--- config.mk ---
export PLATFORM = sky130hd
export DESIGN_NAME = pte_ad_updater
export DESIGN_NICKNAME = d
export VERILOG_FILES = /design/src/rtl/pte_ad_pkg.sv /design/src/rtl/pte_ad_eval.sv /design/src/rtl/pte_ad_retry.sv /design/src/rtl/pte_ad_updater.sv
export SDC_FILE = /design/constraint.sdc
export NUM_CORES = 1
export LEC_CHECK = 0
export BUFFER_PORTS_ARGS = -buffer_cell sky130_fd_sc_hd__buf_2
export CAP_MARGIN = 25
export CORE_AREA = 2 2 151 153
export CTS_CLUSTER_SIZE = 14
export DETAILED_ROUTE_END_ITERATION = 6
export DIE_AREA = 0 0 153 155
export PLACE_DENSITY = 0.66
export SETUP_SLACK_MARGIN = 0.5
export SYNTH_ARGS = -nofsm -noshare
export SYNTH_HDL_FRONTEND = slang
export SYNTH_HIERARCHICAL = 1
export SYNTH_SLANG_ARGS = --single-unit
--- constraint.sdc ---
create_clock -name clk -period 2.56 [get_ports clk]
set_input_delay 0.256 -clock clk [delete_from_list [all_inputs] [get_ports clk]]
set_output_delay 0.256 -clock clk [all_outputs]
set_load 0.02 [all_outputs]
--- src/rtl/pte_ad_pkg.sv ---
package pte_ad_pkg;

   localparam int unsigned BIT_V = 0;
   localparam int unsigned BIT_R = 1;
   localparam int unsigned BIT_W = 2;
   localparam int unsigned BIT_X = 3;
   localparam int unsigned BIT_U = 4;
   localparam int unsigned BIT_G = 5;
   localparam int unsigned BIT_A = 6;
   localparam int unsigned BIT_D = 7;

   typedef enum logic [1:0] {
      ACC_LOAD  = 2'd0,
      ACC_STORE = 2'd1,
      ACC_FETCH = 2'd2
   } acc_t;

   typedef enum logic [2:0] {
      S_IDLE,
      S_READ,
      S_CHECK,
      S_WRITE,
      S_WAIT_ACK,
      S_DONE,
      S_FAULT
   } upd_state_t;

endpackage

--- src/rtl/pte_ad_eval.sv ---
module pte_ad_eval
   import pte_ad_pkg::*;
#(
   parameter int unsigned PTE_W = 64
)(
   input  logic [PTE_W-1:0] pte,
   input  logic [1:0]       kind,
   output logic             leaf_ok,
   output logic             need_a,
   output logic             need_d,
   output logic [PTE_W-1:0] new_pte
);

   logic perm_ok;
   logic shape_ok;

   always_comb begin
      case (acc_t'(kind))
         ACC_LOAD:  perm_ok = pte[BIT_R];
         ACC_STORE: perm_ok = pte[BIT_W];
         ACC_FETCH: perm_ok = pte[BIT_X];
         default:   perm_ok = 1'b0;
      endcase
   end

   assign shape_ok = pte[BIT_V] && (pte[BIT_R] || pte[BIT_X])
                     && !(pte[BIT_W] && !pte[BIT_R]);
   assign leaf_ok  = shape_ok && perm_ok;
   assign need_a   = !pte[BIT_A];
   assign need_d   = (acc_t'(kind) == ACC_STORE) && !pte[BIT_D];

   always_comb begin
      new_pte        = pte;
      new_pte[BIT_A] = 1'b1;
      if (need_d)
         new_pte[BIT_D] = 1'b1;
   end

endmodule

--- src/rtl/pte_ad_retry.sv ---
module pte_ad_retry #(
   parameter int unsigned MAX_TRIES = 4
)(
   input  logic clk,
   input  logic rst_n,
   input  logic clr,
   input  logic bump,
   output logic last
);

   generate
      if (MAX_TRIES == 1) begin : g_single
         assign last = 1'b1;
      end else begin : g_count
         localparam int unsigned CW = $clog2(MAX_TRIES);
         logic [CW-1:0] cnt;

         always_ff @(posedge clk) begin
            if (!rst_n)
               cnt <= '0;
            else if (clr)
               cnt <= '0;
            else if (bump && !last)
               cnt <= cnt + 1'b1;
         end

         assign last = (cnt == CW'(MAX_TRIES - 1));
      end
   endgenerate

endmodule

--- src/rtl/pte_ad_updater.sv ---
module pte_ad_updater
   import pte_ad_pkg::*;
#(
   parameter int unsigned PTE_W     = 64,
   parameter int unsigned PA_W      = 56,
   parameter int unsigned MAX_TRIES = 4
)(
   input  logic             clk,
   input  logic             rst_n,
   input  logic             hw_update_en,
   input  logic             nonspec,
   input  logic             abort,
   input  logic             req_valid,
   output logic             req_ready,
   input  logic [PTE_W-1:0] req_pte,
   input  logic [PA_W-1:0]  req_addr,
   input  logic [1:0]       req_kind,
   output logic             mem_req_valid,
   input  logic             mem_req_ready,
   output logic             mem_req_write,
   output logic [PA_W-1:0]  mem_req_addr,
   output logic [PTE_W-1:0] mem_req_wdata,
   output logic [PTE_W-1:0] mem_req_cmp,
   input  logic             mem_rsp_valid,
   input  logic [PTE_W-1:0] mem_rsp_data,
   input  logic             mem_rsp_fail,
   output logic             grant,
   output logic             fault,
   output logic             retry_fail,
   input  logic             res_ack
);

   generate
      if (PTE_W < 8) begin : g_bad_width
         $error("PTE_W must hold the eight flag bits");
      end
      if (MAX_TRIES < 1) begin : g_bad_tries
         $error("MAX_TRIES must be at least one");
      end
      if (PA_W < 1) begin : g_bad_addr
         $error("PA_W must be positive");
      end
   endgenerate

   upd_state_t       state;
   logic [PTE_W-1:0] cur_pte;
   logic [PA_W-1:0]  addr_q;
   logic [1:0]       kind_q;
   logic             fresh_q;
   logic             issued_q;
   logic             why_retry_q;

   logic             leaf_ok;
   logic             need_a;
   logic             need_d;
   logic [PTE_W-1:0] new_pte;
   logic             retry_last;
   logic             retry_clr;
   logic             retry_bump;

   pte_ad_eval #(.PTE_W(PTE_W)) u_eval (
      .pte     (cur_pte),
      .kind    (kind_q),
      .leaf_ok (leaf_ok),
      .need_a  (need_a),
      .need_d  (need_d),
      .new_pte (new_pte)
   );

   assign retry_clr  = req_valid && req_ready;
   assign retry_bump = (state == S_WAIT_ACK) && mem_rsp_valid && mem_rsp_fail;

   pte_ad_retry #(.MAX_TRIES(MAX_TRIES)) u_retry (
      .clk   (clk),
      .rst_n (rst_n),
      .clr   (retry_clr),
      .bump  (retry_bump),
      .last  (retry_last)
   );

   always_ff @(posedge clk) begin
      if (!rst_n) begin
         state       <= S_IDLE;
         cur_pte     <= '0;
         addr_q      <= '0;
         kind_q      <= '0;
         fresh_q     <= 1'b0;
         issued_q    <= 1'b0;
         why_retry_q <= 1'b0;
      end else begin
         case (state)
            S_IDLE: begin
               if (req_valid) begin
                  cur_pte     <= req_pte;
                  addr_q      <= req_addr;
                  kind_q      <= req_kind;
                  fresh_q     <= 1'b0;
                  issued_q    <= 1'b0;
                  why_retry_q <= 1'b0;
                  state       <= S_CHECK;
               end
            end
            S_CHECK: begin
               if (!leaf_ok)
                  state <= S_FAULT;
               else if (!need_a && !need_d)
                  state <= S_DONE;
               else if (!hw_update_en)
                  state <= S_FAULT;
               else if (need_d && !nonspec) begin
                  if (abort)
                     state <= S_IDLE;
               end else if (!fresh_q)
                  state <= S_READ;
               else
                  state <= S_WRITE;
            end
            S_READ: begin
               if (!issued_q) begin
                  if (mem_req_ready)
                     issued_q <= 1'b1;
               end else if (mem_rsp_valid) begin
                  cur_pte  <= mem_rsp_data;
                  fresh_q  <= 1'b1;
                  issued_q <= 1'b0;
                  state    <= S_CHECK;
               end
            end
            S_WRITE: begin
               if (mem_req_ready)
                  state <= S_WAIT_ACK;
            end
            S_WAIT_ACK: begin
               if (mem_rsp_valid) begin
                  if (!mem_rsp_fail)
                     state <= S_DONE;
                  else if (retry_last) begin
                     why_retry_q <= 1'b1;
                     state       <= S_FAULT;
                  end else begin
                     fresh_q <= 1'b0;
                     state   <= S_READ;
                  end
               end
            end
            S_DONE: begin
               if (res_ack || abort)
                  state <= S_IDLE;
            end
            S_FAULT: begin
               if (res_ack)
                  state <= S_IDLE;
            end
            default: state <= S_IDLE;
         endcase
      end
   end

   always_comb begin
      req_ready     = (state == S_IDLE);
      mem_req_valid = ((state == S_READ) && !issued_q) || (state == S_WRITE);
      mem_req_write = (state == S_WRITE);
      mem_req_addr  = addr_q;
      mem_req_wdata = new_pte;
      mem_req_cmp   = cur_pte;
      grant         = (state == S_DONE);
      fault         = (state == S_FAULT) && !why_retry_q;
      retry_fail    = (state == S_FAULT) && why_retry_q;
   end

endmodule

==> impl_summary.log, run 1 <==
[metrics] Max IR drop VDD: 402 uV
[metrics] DRC violations left: 0
[metrics] Worst-Margin Slew: 678 ps
[metrics] via count of the first global-routing pass: 5415
[metrics] later-pin clock latency in the skew report: 410 ps
[metrics] total internal power: 0.00465 W
[metrics] cell types occupying the most area after synthesis: sky130_fd_sc_hd__dfxtp_1 (42%), sky130_fd_sc_hd__mux2i_1 (11%), sky130_fd_sc_hd__buf_4 (8.1%)
[metrics] global-route wire length before repair: 29700 um
[metrics] top-area cell type share of the netlist area: 0.421
[metrics] series of cell instances along the critical path: nor4bb_4, a31oi_1, a21boi_2, nand3b_1, or4_4, and4_4, mux2_4
[metrics] CP Class: flop to flop
[metrics] tightest slew margin relative to the limit: 0.548
[metrics] Critical Path Source Type: flop
[metrics] die area: 23700 sq um
[metrics] number of distinct library cells after synthesis: 51
[metrics] syn nets: 888
[metrics] sequential-to-total area share from yosys stat: 0.421
[metrics] clock slew at the register clock pins of the worst setup and hold paths: 60 ps
[metrics] number of sinks driven by the clock tree: 130
[metrics] Setup crit end kind: flop
[metrics] switching fraction of total power: 0.383
[metrics] post-DR wirelength/cell: 15.4 um
[metrics] critical path's top delay family: simple AND/OR/NAND/NOR gates
[metrics] Required @ worst endpoint: 2850 ps
[metrics] Post-Route Setup TNS: 0 ps
[metrics] global route overflow: 0
[metrics] routed wire length: 19900 um
[metrics] most repeated cell in the gate-level netlist after synthesis: sky130_fd_sc_hd__dfxtp_1
[metrics] core outline area: 22200 sq um
[metrics] clock tree from TritonCTS: yes
[metrics] antenna violations before repair: 2
[metrics] Final Max Slew Viols: 0
[metrics] clock skew: 10.0 ps
[metrics] DR pass1 iterations: 4
[metrics] fraction of registers with async set or reset after synthesis: 0
[metrics] Final #Nets: 1190
[metrics] Iteration-0 DRC Markers: 168
[metrics] gr usage total: 0.161
[metrics] MaxCap Viol Count: 0
[metrics] number of register bits inferred by synthesis: 130
[metrics] run status: finished clean
[metrics] Clk Tree Root Cell: sky130_fd_sc_hd__clkbuf_16
[metrics] stage delay of the slowest cell on the critical path: 500 ps
[metrics] starting utilization of the core area: 0.278
[metrics] main flop type after synthesis: sky130_fd_sc_hd__dfxtp_1
[metrics] maximum number of buffers from clock root to sink: 2
[metrics] share of final-layout standard cells stronger than drive strength 1: 0.485
[metrics] PortBufs: 384
[metrics] DPL Wire Length: 14800 um
[metrics] pin count of the biggest net entering global routing: 89
[metrics] Fin. Hold Viols: 0
[metrics] final count of negative-setup-slack endpoints: 0
[metrics] switching power: 0.00288 W
[metrics] vertical extent of the die: 155 um
[metrics] Static Leak: 3.87 nW
[metrics] data arrival time of the critical path: 2360 ps
[metrics] netlist area before placement: 6170 sq um
[metrics] number of enable-type register cells in the synthesized netlist: 0
[metrics] die span in x: 153 um
[metrics] Hold/Removal Path Class: input pin to flop
[metrics] top-level port count: 386
[metrics] via-per-instance ratio: 4.49
[metrics] mean cell area of the mapped netlist: 8.94 sq um
[metrics] peak fanout along the critical path: 3
[metrics] number of warning messages in the yosys log: 6
[metrics] power density over cell area: 884 nW/um^2
[metrics] cell count after synthesis: 691
[metrics] logic gate share of total power: 0.341
[metrics] fillcell total: 2298
[metrics] TritonCTS buffer count: 17
[metrics] Synth-to-Final Area Change: 38.0%
[metrics] number of vias in the routed layout: 5807
[metrics] most frequent cells after synthesis: sky130_fd_sc_hd__dfxtp_1 (130), sky130_fd_sc_hd__nand2_1 (120), sky130_fd_sc_hd__nor2_1 (74), sky130_fd_sc_hd__buf_4 (67), sky130_fd_sc_hd__mux2i_1 (66)
[metrics] share of total power in sequential cells: 0.349
[metrics] standard-cell row count: 55
[metrics] min Tclk post-route: 2070 ps
[metrics] post-detailed-route count of antenna-violating nets: 0
[metrics] weighted congestion at the end of routability-driven global placement: 0.835
[metrics] setup repair after global routing missed its margin: true
[metrics] Tot Pwr: 0.00753 W
[metrics] cell type with the highest aggregate area in the netlist: sky130_fd_sc_hd__dfxtp_1
[metrics] number of levels in the clock H-tree: 4
[metrics] slowest library cell on the worst path: sky130_fd_sc_hd__or4_4
[metrics] achievable clock frequency: 0.483 GHz
[metrics] final clock period utilization by the worst path: 0.809
[metrics] total buffers and inverters traversed by the critical path: 0
[metrics] Clk pwr share: 0.310
-- through the flow --
step | utilization | hold WS (ps) | std cells | instance area, sq um | setup slack [ps]
after floorplan | - | 392 | 691 | 6180 | 503
after global placement | 0.353 | 439 | 1253 | 7850 | 403
after detailed placement | 0.353 | 444 | 1253 | 7850 | 384
after CTS | 0.382 | 45.7 | 1289 | 8480 | 493
after global routing | 0.383 | 49.5 | 1291 | 8510 | 411
final | 0.383 | 76.6 | 1293 | 8520 | 490
-- worst min-delay path, delay by kind of cell --
family / cells / cell delay [ps]
compound gates: 1 / 50
buf+inv: 1 / 90
simple gates: 1 / 40
-- cell type report --
| class | instances | area, sq um | area share |
|---|---|---|---|
| flip-flops and latches | 130 | 2620 | 0.307 |
| repair buffers | 398 | 2130 | 0.250 |
| clock buffers | 18 | 429 | 0.0504 |
| multi-input cells | 439 | 2830 | 0.332 |
| well taps | 285 | 357 | 0.0419 |
| diodes | 2 | 5.00 | 0.000587 |
| clock inverters | 14 | 130 | 0.0153 |
| inverters | 7 | 28.8 | 0.00338 |
-- metal layers --
layer  GRT usage  share of wire  vias up
li1            -              -     2903
met1       0.189           0.41     2635
met2       0.279           0.50      252
met3      0.0596          0.080       13
met4      0.0414          0.011        4
met5           0         0.0012        -
-- flip-flops by register name, summed over array words and instances (netlist names) --
name / flops
mem_req_cmp: 64
mem_req_addr: 56
state: 3
kind_q: 2
u_retry/g_count.cnt: 2
fresh_q: 1
issued_q: 1
why_retry_q: 1
-- layout by cell type, fill, tap and decap left out, types with 2 or more instances in the layout --
cell type and count:
sky130_fd_sc_hd__a211oi_2 38, sky130_fd_sc_hd__dfxtp_1 123, sky130_fd_sc_hd__dfxtp_4 2, sky130_fd_sc_hd__dfxtp_2 5
sky130_fd_sc_hd__nor2_1 74, sky130_fd_sc_hd__clkinvlp_4 5, sky130_fd_sc_hd__nand3b_1 4, sky130_fd_sc_hd__a21oi_1 63
sky130_fd_sc_hd__diode_2 2, sky130_fd_sc_hd__clkbuf_16 17, sky130_fd_sc_hd__nand2_1 119, sky130_fd_sc_hd__a211oi_1 27
sky130_fd_sc_hd__nand2b_1 7, sky130_fd_sc_hd__and2_1 2, sky130_fd_sc_hd__clkinv_2 2, sky130_fd_sc_hd__mux2i_1 66
sky130_fd_sc_hd__inv_1 4, sky130_fd_sc_hd__inv_6 5, sky130_fd_sc_hd__buf_4 7, sky130_fd_sc_hd__buf_2 384
sky130_fd_sc_hd__nand3_1 2, sky130_fd_sc_hd__o21ai_1 2, sky130_fd_sc_hd__inv_2 2, sky130_fd_sc_hd__buf_12 6
-- power by group through the flow --
stage | sequential (W) | clock (W) | combinational [W]
6_report | 0.00263 | 0.00234 | 0.00257
5_1_grt | 0.00267 | 0.00252 | 0.00279
4_1_cts | 0.00262 | 0.00244 | 0.00259
3_5_place_dp | 0.00266 | 0 | 0.00256
3_3_place_gp | 0.00265 | 0 | 0.00254
2_1_floorplan | 0.00297 | 0 | 0.00161
-- cell families (layout without fill, tap and decap cells) --
family / Yosys count / in the layout / synth area share
AND/OR/NAND/NOR: 223 / 223 / 0.154
buffers and inverters: 122 / 437 / 0.127
adder cells (fa/ha/maj): 1 / 1 / 0.00203
AO/OA/AOI/OAI: 146 / 146 / 0.184
multiplexers: 67 / 67 / 0.109
other: 1 / 3 / 0.000607
flip-flops: 130 / 130 / 0.421
XOR/XNOR: 1 / 1 / 0.00142
-- final timing paths --
kind | startpoint | endpoint | slack (ps) | cells after the start
max | kind_q[0] | state[2] | 490 | 7
min | req_addr[6] | mem_req_addr[6] | 80 | 3
max reg2reg | kind_q[0] | state[2] | 490 | 7
min reg2reg | mem_req_addr[38] | mem_req_addr[38] | 450 | 2
-- timing repair --
item / 4_1_cts / 5_1_grt
pin swaps: 4 / 3
hold endpoints to repair: 0 / 0
endpoints found under the setup margin: 4 / 3
buffers inserted: 3 / 2
resized for setup: 9 / 4
gates cloned: 1 / 0
hold buffers: 0 / 0
Note: power is estimated with default switching activity, not from simulation.
==> run 2, diff against run 1 <==
--- a/config.mk
+++ b/config.mk
@@ -5,13 +5,14 @@
 export SDC_FILE = /design/constraint.sdc
 export NUM_CORES = 1
 export LEC_CHECK = 0
+export ABC_AREA = 1
 export BUFFER_PORTS_ARGS = -buffer_cell sky130_fd_sc_hd__buf_2
 export CAP_MARGIN = 25
-export CORE_AREA = 2 2 151 153
+export CORE_AREA = 2 2 149 151
 export CTS_CLUSTER_SIZE = 14
 export DETAILED_ROUTE_END_ITERATION = 6
-export DIE_AREA = 0 0 153 155
-export PLACE_DENSITY = 0.66
+export DIE_AREA = 0 0 151 153
+export PLACE_DENSITY = 0.7
 export SETUP_SLACK_MARGIN = 0.5
 export SYNTH_ARGS = -nofsm -noshare
 export SYNTH_HDL_FRONTEND = slang
==> constraint.sdc (replaced) <==
create_clock -name clk -period 2 [get_ports clk]
set_input_delay 0.2 -clock clk [delete_from_list [all_inputs] [get_ports clk]]
set_output_delay 0.2 -clock clk [all_outputs]
set_load 0.02 [all_outputs]
==> run 2 against run 1 <==
Effect of this change:
- cell count increased by 23%
- critical path depth increased by 4
- die area decreased by 2.6%
- total power increased by 94%
- sequential share of layout area decreased by 5.0 points
- final area increased by 20%
- synthesized cell count increased by 38%
- hold slack got worse by 58 ps
- critical endpoint is now mem_req_cmp[8]
- largest cell class unchanged
==> impl_summary.log, run 2 <==
[metrics] number of levels in the clock H-tree: 4 (unchanged)
[metrics] later-pin clock latency in the skew report: 420 ps (about the same)
[metrics] Post-DP Area: 8410 sq um (+7.2%)
[metrics] most frequent cells after synthesis: sky130_fd_sc_hd__nand2_1 (376), sky130_fd_sc_hd__dfxtp_1 (130), sky130_fd_sc_hd__a21oi_1 (100), sky130_fd_sc_hd__nand3_1 (82), sky130_fd_sc_hd__buf_4 (68)
[metrics] most frequent standard cell in the layout excluding fill and tap cells: sky130_fd_sc_hd__buf_2
[metrics] most frequent cells in the layout: sky130_fd_sc_hd__buf_2 (379), sky130_fd_sc_hd__nand2_1 (332), sky130_fd_sc_hd__dfxtp_1 (123), sky130_fd_sc_hd__a21oi_1 (87), sky130_fd_sc_hd__nand3_1 (79)
[metrics] Setup crit end kind: flop
[metrics] Clk Tree Root Cell: sky130_fd_sc_hd__clkbuf_16
[metrics] DPL Wire Length: 15900 um (+7.7%)
[metrics] fillcell total: 2156 (-6.2%)
[metrics] routed wire length: 25500 um (+28%)
[metrics] Post-Route Setup TNS: 0 ps (unchanged)
[metrics] TritonCTS buffer count: 17 (unchanged)
[metrics] Static Leak: 5.31 nW (+37%)
[metrics] Final Max Slew Viols: 0 (unchanged)
[metrics] number of sinks driven by the clock tree: 130 (unchanged)
[metrics] vertical extent of the die: 153 um (-1.3%)
[metrics] clock slew at the register clock pins of the worst setup and hold paths: 60 ps (about the same)
[metrics] clock skew: 7.74 ps (-2.26 ps)
[metrics] main flop type after synthesis: sky130_fd_sc_hd__dfxtp_1
[metrics] DRC violations left: 0 (unchanged)
[metrics] achievable clock frequency: 0.612 GHz (+27%)
[metrics] core outline area: 21500 sq um (-3.3%)
[metrics] CP Class: flop to flop
[metrics] PortBufs: 384 (unchanged)
[metrics] run status: finished clean
[metrics] number of distinct library cells after synthesis: 27 (-47%)
[metrics] global route overflow: 0 (unchanged)
[metrics] via count of the first global-routing pass: 6807 (+26%)
[metrics] tightest slew margin relative to the limit: 0.660 (+0.112)
[metrics] clock tree from TritonCTS: yes
[metrics] syn nets: 1149 (+29%)
[metrics] fraction of registers with async set or reset after synthesis: 0 (unchanged)
[metrics] top-level port count: 386 (unchanged)
[metrics] antenna violations before repair: 3 (+1)
[metrics] Fin. Hold Viols: 0 (unchanged)
[metrics] setup repair after global routing missed its margin: true
[metrics] number of flip-flops under the largest register name: 64 (unchanged)
[metrics] Max IR drop VDD: 547 uV (+36%)
[metrics] final count of negative-setup-slack endpoints: 0 (unchanged)
[metrics] standard-cell row count: 54 (-1.8%)
[metrics] top-area cell type share of the netlist area: 0.388 (-0.0337)
[metrics] Worst-Margin Slew: 510 ps (-168 ps)
[metrics] peak fanout along the critical path: 8 (+5)
[metrics] data arrival time of the critical path: 1930 ps (-430 ps)
[metrics] number of enable-type register cells in the synthesized netlist: 0 (unchanged)
[metrics] number of register bits inferred by synthesis: 130 (unchanged)
[metrics] via-per-instance ratio: 4.69 (+4.5%)
[metrics] Critical Path Source Type: flop
[metrics] Final #Nets: 1494 (+26%)
[metrics] die area: 23100 sq um (-2.6%)
[metrics] Required @ worst endpoint: 2290 ps (-560 ps)
[metrics] gr usage total: 0.201 (+0.0398)
[metrics] mean cell area of the mapped netlist: 7.05 sq um (-21%)
[metrics] cell count after synthesis: 952 (+38%)
[metrics] MaxCap Viol Count: 0 (unchanged)
[metrics] DR pass1 iterations: 5 (+1)
[metrics] die span in x: 151 um (-1.3%)
[metrics] post-DR wirelength/cell: 16.0 um (+4.0%)
[metrics] final instance area: 10200 sq um (+20%)
[metrics] Synth-to-Final Area Change: 52.2%
[metrics] final clock period utilization by the worst path: 0.817 (+0.00879)
[metrics] share of final-layout standard cells stronger than drive strength 1: 0.488 (+0.00270)
[metrics] cell type with the highest aggregate area in the netlist: sky130_fd_sc_hd__dfxtp_1
[metrics] most repeated cell in the gate-level netlist after synthesis: sky130_fd_sc_hd__nand2_1
[metrics] number of warning messages in the yosys log: 6 (unchanged)
[metrics] pin count of the biggest net entering global routing: 60 (-33%)
[metrics] post-detailed-route count of antenna-violating nets: 0 (unchanged)
[metrics] Iteration-0 DRC Markers: 399 (+140%)
[metrics] Hold/Removal Path Class: input pin to flop
[metrics] power density over cell area: 1430 nW/um^2 (+62%)
[metrics] number of vias in the routed layout: 7468 (+29%)
[metrics] weighted congestion at the end of routability-driven global placement: 0.849 (+1.7%)
[metrics] count of hold-fix buffers inserted at cts: 0 (unchanged)
[metrics] netlist area before placement: 6710 sq um (+8.7%)
[metrics] sequential-to-total area share from yosys stat: 0.388 (-0.0337)
[metrics] global-route wire length before repair: 35900 um (+21%)
[metrics] min Tclk post-route: 1630 ps (-435 ps)
[metrics] Hold Worst Slack: 18.2 ps (-58.4 ps)
[metrics] starting utilization of the core area: 0.312 (+0.0346)
[metrics] cell types occupying the most area after synthesis: sky130_fd_sc_hd__dfxtp_1 (39%), sky130_fd_sc_hd__nand2_1 (21%), sky130_fd_sc_hd__buf_4 (7.6%)
[metrics] maximum number of buffers from clock root to sink: 2 (unchanged)
## run 2: changes by cell type after synthesis, moves of 37 or more
cell                       before  now
sky130_fd_sc_hd__a211oi_2      38    0
sky130_fd_sc_hd__a21oi_1       63  100
sky130_fd_sc_hd__mux2i_1       66    0
sky130_fd_sc_hd__nand2_1      120  376
sky130_fd_sc_hd__nand3_1        2   82
sky130_fd_sc_hd__nor2_1        74   26
## run 2: worst paths after layout
check | from | to | slack, ps | depth (start not counted)
setup / recovery | state[0] | mem_req_cmp[8] | 370 | 11
hold / removal | req_kind[1] | kind_q[1] | 20 | 3
setup reg to reg | state[0] | mem_req_cmp[8] | 370 | 11
hold reg to reg | mem_req_addr[15] | mem_req_addr[15] | 460 | 2
## run 2: through the flow
step,total power (W),instances,setup WS (ps),utilization
2_1_floorplan,0.00810,952,481,-
3_3_place_gp,0.00931,1510,192,0.392
3_5_place_dp,0.00939,1510,135,0.392
4_1_cts,0.0142,1576,362,0.457
5_1_grt,0.0154,1590,298,0.475
6_report,0.0146,1591,365,0.476
## run 2: repair_timing
action,CTS,global route
cloned,12,4
pin swaps,27,30
resized for setup,100,69
endpoints found under the setup margin,76,133
buffers inserted,22,10
## run 2: worst max-delay path, stage by stage (launching register included)
cell and delay (ps):
sky130_fd_sc_hd__dfxtp_4 380, sky130_fd_sc_hd__inv_4 60, sky130_fd_sc_hd__nor2_4 180, sky130_fd_sc_hd__buf_6 160, sky130_fd_sc_hd__nand3_4 80, sky130_fd_sc_hd__nand3_4 100
sky130_fd_sc_hd__buf_12 130, sky130_fd_sc_hd__inv_12 40, sky130_fd_sc_hd__buf_12 130, sky130_fd_sc_hd__buf_16 150, sky130_fd_sc_hd__nand2_4 60, sky130_fd_sc_hd__a21oi_2 40
## run 2: power breakdown
group          switching (W)  internal, W
clock network        0.00136      0.00178
logic                0.00460      0.00313
registers           0.000514      0.00323
## run 2: final cells by class
cell class	count	area, sq um	area share
tap	280	350	0.0343
antenna	1	2.50	0.000245
timing repair buffer	449	2990	0.293
timing repair inverter	1	6.26	0.000612
inverter	31	154	0.0151
clock inverter	15	165	0.0162
multi-input combinational	667	3500	0.342
clock buffer	17	425	0.0416
sequential	130	2620	0.257
## run 2: kinds of logic after synthesis
logic type,count (synthesis),synth area share
adders and majority gates,1,0.00186
AOI/OAI and AO/OA,136,0.118
DFF,130,0.388
buffers and inverters,155,0.140
and+or+nand+nor,529,0.351
other,1,0.000559
## run 2: per-layer routing
layer  up-vias  track usage  wire (um)
met5         -            0         30
met3        33       0.0460       1860
li1       3668            -          -
met1      3412        0.222       9970
met2       351        0.373      13100
met4         4       0.0699        537
==> run 3, diff against run 2 <==
==> constraint.sdc (replaced) <==
create_clock -name clk -period 1.7 [get_ports clk]
set_input_delay 0.17 -clock clk [delete_from_list [all_inputs] [get_ports clk]]
set_output_delay 0.17 -clock clk [all_outputs]
set_load 0.02 [all_outputs]
==> run 3 against run 2 <==
Effect of this change:
- non-clock buffer count is 87 higher
- critical endpoint is now mem_req_cmp[52]
- global-route usage grew 2.7 points
- critical path type unchanged
- hold slack gained 9.8 ps
- first-iteration DRC count increased by 65%
- highest routed layer is now met4
- largest cell class is now buffers
- critical path depth stayed put
- utilization increased by 8.5 points
==> impl_summary.log, run 3 (same netlist as run 2, synthesis figures left out) <==
[metrics] min Tclk post-route: 1630 ps (-7.51 ps)
[metrics] TritonCTS buffer count: 17 (unchanged)
[metrics] number of flip-flops under the largest register name: 64 (unchanged)
[metrics] number of sinks driven by the clock tree: 130 (unchanged)
[metrics] antenna violations before repair: 2 (-1)
[metrics] Critical Path Source Type: flop
[metrics] Tot Pwr: 0.0196 W (+34%)
[metrics] DRC violations left: 0 (unchanged)
[metrics] fillcell total: 1883 (-13%)
[metrics] clock slew at the register clock pins of the worst setup and hold paths: 60 ps (about the same)
[metrics] Register-to-Register Setup Slack: 70 ps (-290 ps)
[metrics] Iteration-0 DRC Markers: 659 (+65%)
[metrics] via count of the first global-routing pass: 7624 (+12%)
[metrics] Static Leak: 6.15 nW (+16%)
[metrics] CP Class: flop to flop
[metrics] DPL Wire Length: 16600 um (+4.1%)
[metrics] via-per-instance ratio: 4.88 (+3.9%)
[metrics] die area: 23100 sq um (unchanged)
[metrics] peak fanout along the critical path: 8 (unchanged)
[metrics] global-route wire length before repair: 40700 um (+13%)
[metrics] post-layout utilization of the core: 0.561 (+0.0851)
[metrics] setup repair after global routing missed its margin: true
[metrics] worst reg2reg path endpoint: mem_req_cmp[52]
[metrics] final count of negative-setup-slack endpoints: 0 (unchanged)
[metrics] MaxCap Viol Count: 0 (unchanged)
[metrics] final instance area: 12000 sq um (+18%)
[metrics] Hold/Removal Path Class: input pin to flop
[metrics] data arrival time of the critical path: 1920 ps (about the same)
[metrics] Synth-to-Final Area Change: 79.5%
[metrics] Post-DP Area: 8550 sq um (+1.6%)
[metrics] clock tree from TritonCTS: yes
[metrics] weighted congestion at the end of routability-driven global placement: 0.884 (+4.2%)
[metrics] standard-cell row count: 54 (unchanged)
[metrics] vertical extent of the die: 153 um (unchanged)
[metrics] pin count of the biggest net entering global routing: 58 (-3.3%)
[metrics] PortBufs: 384 (unchanged)
[metrics] maximum number of buffers from clock root to sink: 2 (unchanged)
[metrics] Final #Nets: 1581 (+5.8%)
[metrics] global route overflow: 0 (unchanged)
[metrics] most frequent standard cell in the layout excluding fill and tap cells: sky130_fd_sc_hd__buf_2
[metrics] Setup crit end kind: flop
[metrics] DR pass1 iterations: 6 (+1)
[metrics] number of levels in the clock H-tree: 4 (unchanged)
[metrics] achievable clock frequency: 0.614 GHz (+0.46%)
[metrics] post-detailed-route count of antenna-violating nets: 0 (unchanged)
[metrics] pre-CTS WS: 92.3 ps (-42.2 ps)
[metrics] Sequential cell area: 2640 sq um (+0.52%)
[metrics] share of final-layout standard cells stronger than drive strength 1: 0.570 (+0.0820)
[metrics] minimum setup slack in the final design: 72.6 ps (-292 ps)
[metrics] hold wc startpoint: req_addr[42]
[metrics] worst r2r src: state[1]
[metrics] Clk Tree Root Cell: sky130_fd_sc_hd__clkbuf_16
[metrics] most frequent cells in the layout: sky130_fd_sc_hd__buf_2 (364), sky130_fd_sc_hd__nand2_1 (277), sky130_fd_sc_hd__dfxtp_1 (114), sky130_fd_sc_hd__a21oi_2 (96), sky130_fd_sc_hd__nand2_4 (94)
[metrics] Required @ worst endpoint: 1990 ps (-300 ps)
[metrics] post-DR wirelength/cell: 18.3 um (+14%)
[metrics] run status: finished clean
[metrics] gr usage total: 0.228 (+0.0265)
[metrics] final clock period utilization by the worst path: 0.957 (+0.140)
[metrics] later-pin clock latency in the skew report: 420 ps (about the same)
[metrics] clock skew: 13.0 ps (+5.25 ps)
[metrics] die span in x: 151 um (unchanged)
[metrics] core outline area: 21500 sq um (unchanged)
[metrics] area used by multi-input combinational logic: 4110 sq um (+17%)
[metrics] Worst Reg2Reg Path Length in Cells: 11 (unchanged)
[metrics] routed wire length: 30700 um (+21%)
[metrics] Hold EP: mem_req_addr[42]
[metrics] Final Max Slew Viols: 0 (unchanged)
[metrics] Post-Route Setup TNS: 0 ps (unchanged)
[metrics] WHS Path Cells: 3 (unchanged)
[metrics] Fin. Hold Viols: 0 (unchanged)
[metrics] starting utilization of the core area: 0.312 (unchanged)
[metrics] number of vias in the routed layout: 8188 (+9.6%)
[metrics] power density over cell area: 1620 nW/um^2 (+14%)
[metrics] top-level port count: 386 (unchanged)
[metrics] Max IR drop VDD: 788 uV (+44%)
[run 3: cell types whose count changed in the layout (fill, tap and decap cells not counted), moves of 10 or more]
cell	change
sky130_fd_sc_hd__nand2_1	-55
sky130_fd_sc_hd__dlygate4sd3_1	+54
sky130_fd_sc_hd__a21oi_1	-53
sky130_fd_sc_hd__a21oi_2	+53
sky130_fd_sc_hd__nand2_4	+52
sky130_fd_sc_hd__buf_6	+17
sky130_fd_sc_hd__buf_2	-15
sky130_fd_sc_hd__buf_4	+10
[run 3: power breakdown]
part / switching, W / total (W) / internal (W) / leakage, nW
Combinational: 0.00635 / 0.0114 / 0.00505 / 4.79
Clock: 0.00163 / 0.00372 / 0.00208 / 0.279
Sequential: 0.000645 / 0.00446 / 0.00382 / 1.07
[run 3: metal layers]
layer	vias up	track usage	part of all wire
li1	3837	-	-
met1	3865	0.270	0.38
met2	400	0.399	0.51
met3	86	0.0513	0.067
met4	0	0.0828	0.038
met5	-	0	0
[run 3: cell type report]
class,instances,area share
Timing Repair inverter,1,0.00135
Tap cell,280,0.0291
Timing Repair Buffer,536,0.348
Clock inverter,15,0.0134
Inverter,31,0.0124
Antenna cell,2,0.000415
Sequential cell,130,0.219
Clock buffer,17,0.0353
Multi-Input combinational cell,667,0.341
[run 3: worst max-delay path by stage]
stage,start,to,slack (ps),depth (start not counted)
after floorplan,state[2],u_retry/g_count.cnt[0],190,8
after CTS,state[0],mem_req_cmp[9],90,11
after detailed placement,state[1],mem_req_cmp[15],90,6
final,state[1],mem_req_cmp[52],70,11
after global routing,state[0],mem_req_cmp[41],-10,10
after global placement,state[1],mem_req_cmp[53],150,6
[run 3: repair_timing]
| item | 4_1_cts | 5_1_grt |
|---|---|---|
| hold buffers | 52 | 2 |
| pin swaps | 26 | 65 |
| gates resized for setup | 111 | 267 |
| endpoints found under the setup margin | 148 | 163 |
| cloned | 20 | 9 |
| buffers inserted | 26 | 17 |
| endpoints found under the hold margin | 52 | 2 |
[run 3: through the flow]
| stage | hold WS (ps) | std cells |
|---|---|---|
| 2_1_floorplan | 291 | 952 |
| 3_3_place_gp | 418 | 1519 |
| 3_5_place_dp | 422 | 1519 |
| 4_1_cts | 1.72 | 1649 |
| 5_1_grt | 5.09 | 1679 |
| 6_report | 28.0 | 1679 |
[run 3: worst max-delay path, cell delays in order, from the launching register on]
cell and delay (ps):
sky130_fd_sc_hd__dfxtp_4 370, sky130_fd_sc_hd__inv_6 80, sky130_fd_sc_hd__nand2_4 50, sky130_fd_sc_hd__nor2_4 130, sky130_fd_sc_hd__nand2_4 80, sky130_fd_sc_hd__nand2_4 90, sky130_fd_sc_hd__nand3_4 140, sky130_fd_sc_hd__buf_8 180
sky130_fd_sc_hd__buf_12 120, sky130_fd_sc_hd__buf_16 140, sky130_fd_sc_hd__nand2_1 60, sky130_fd_sc_hd__a21oi_1 50
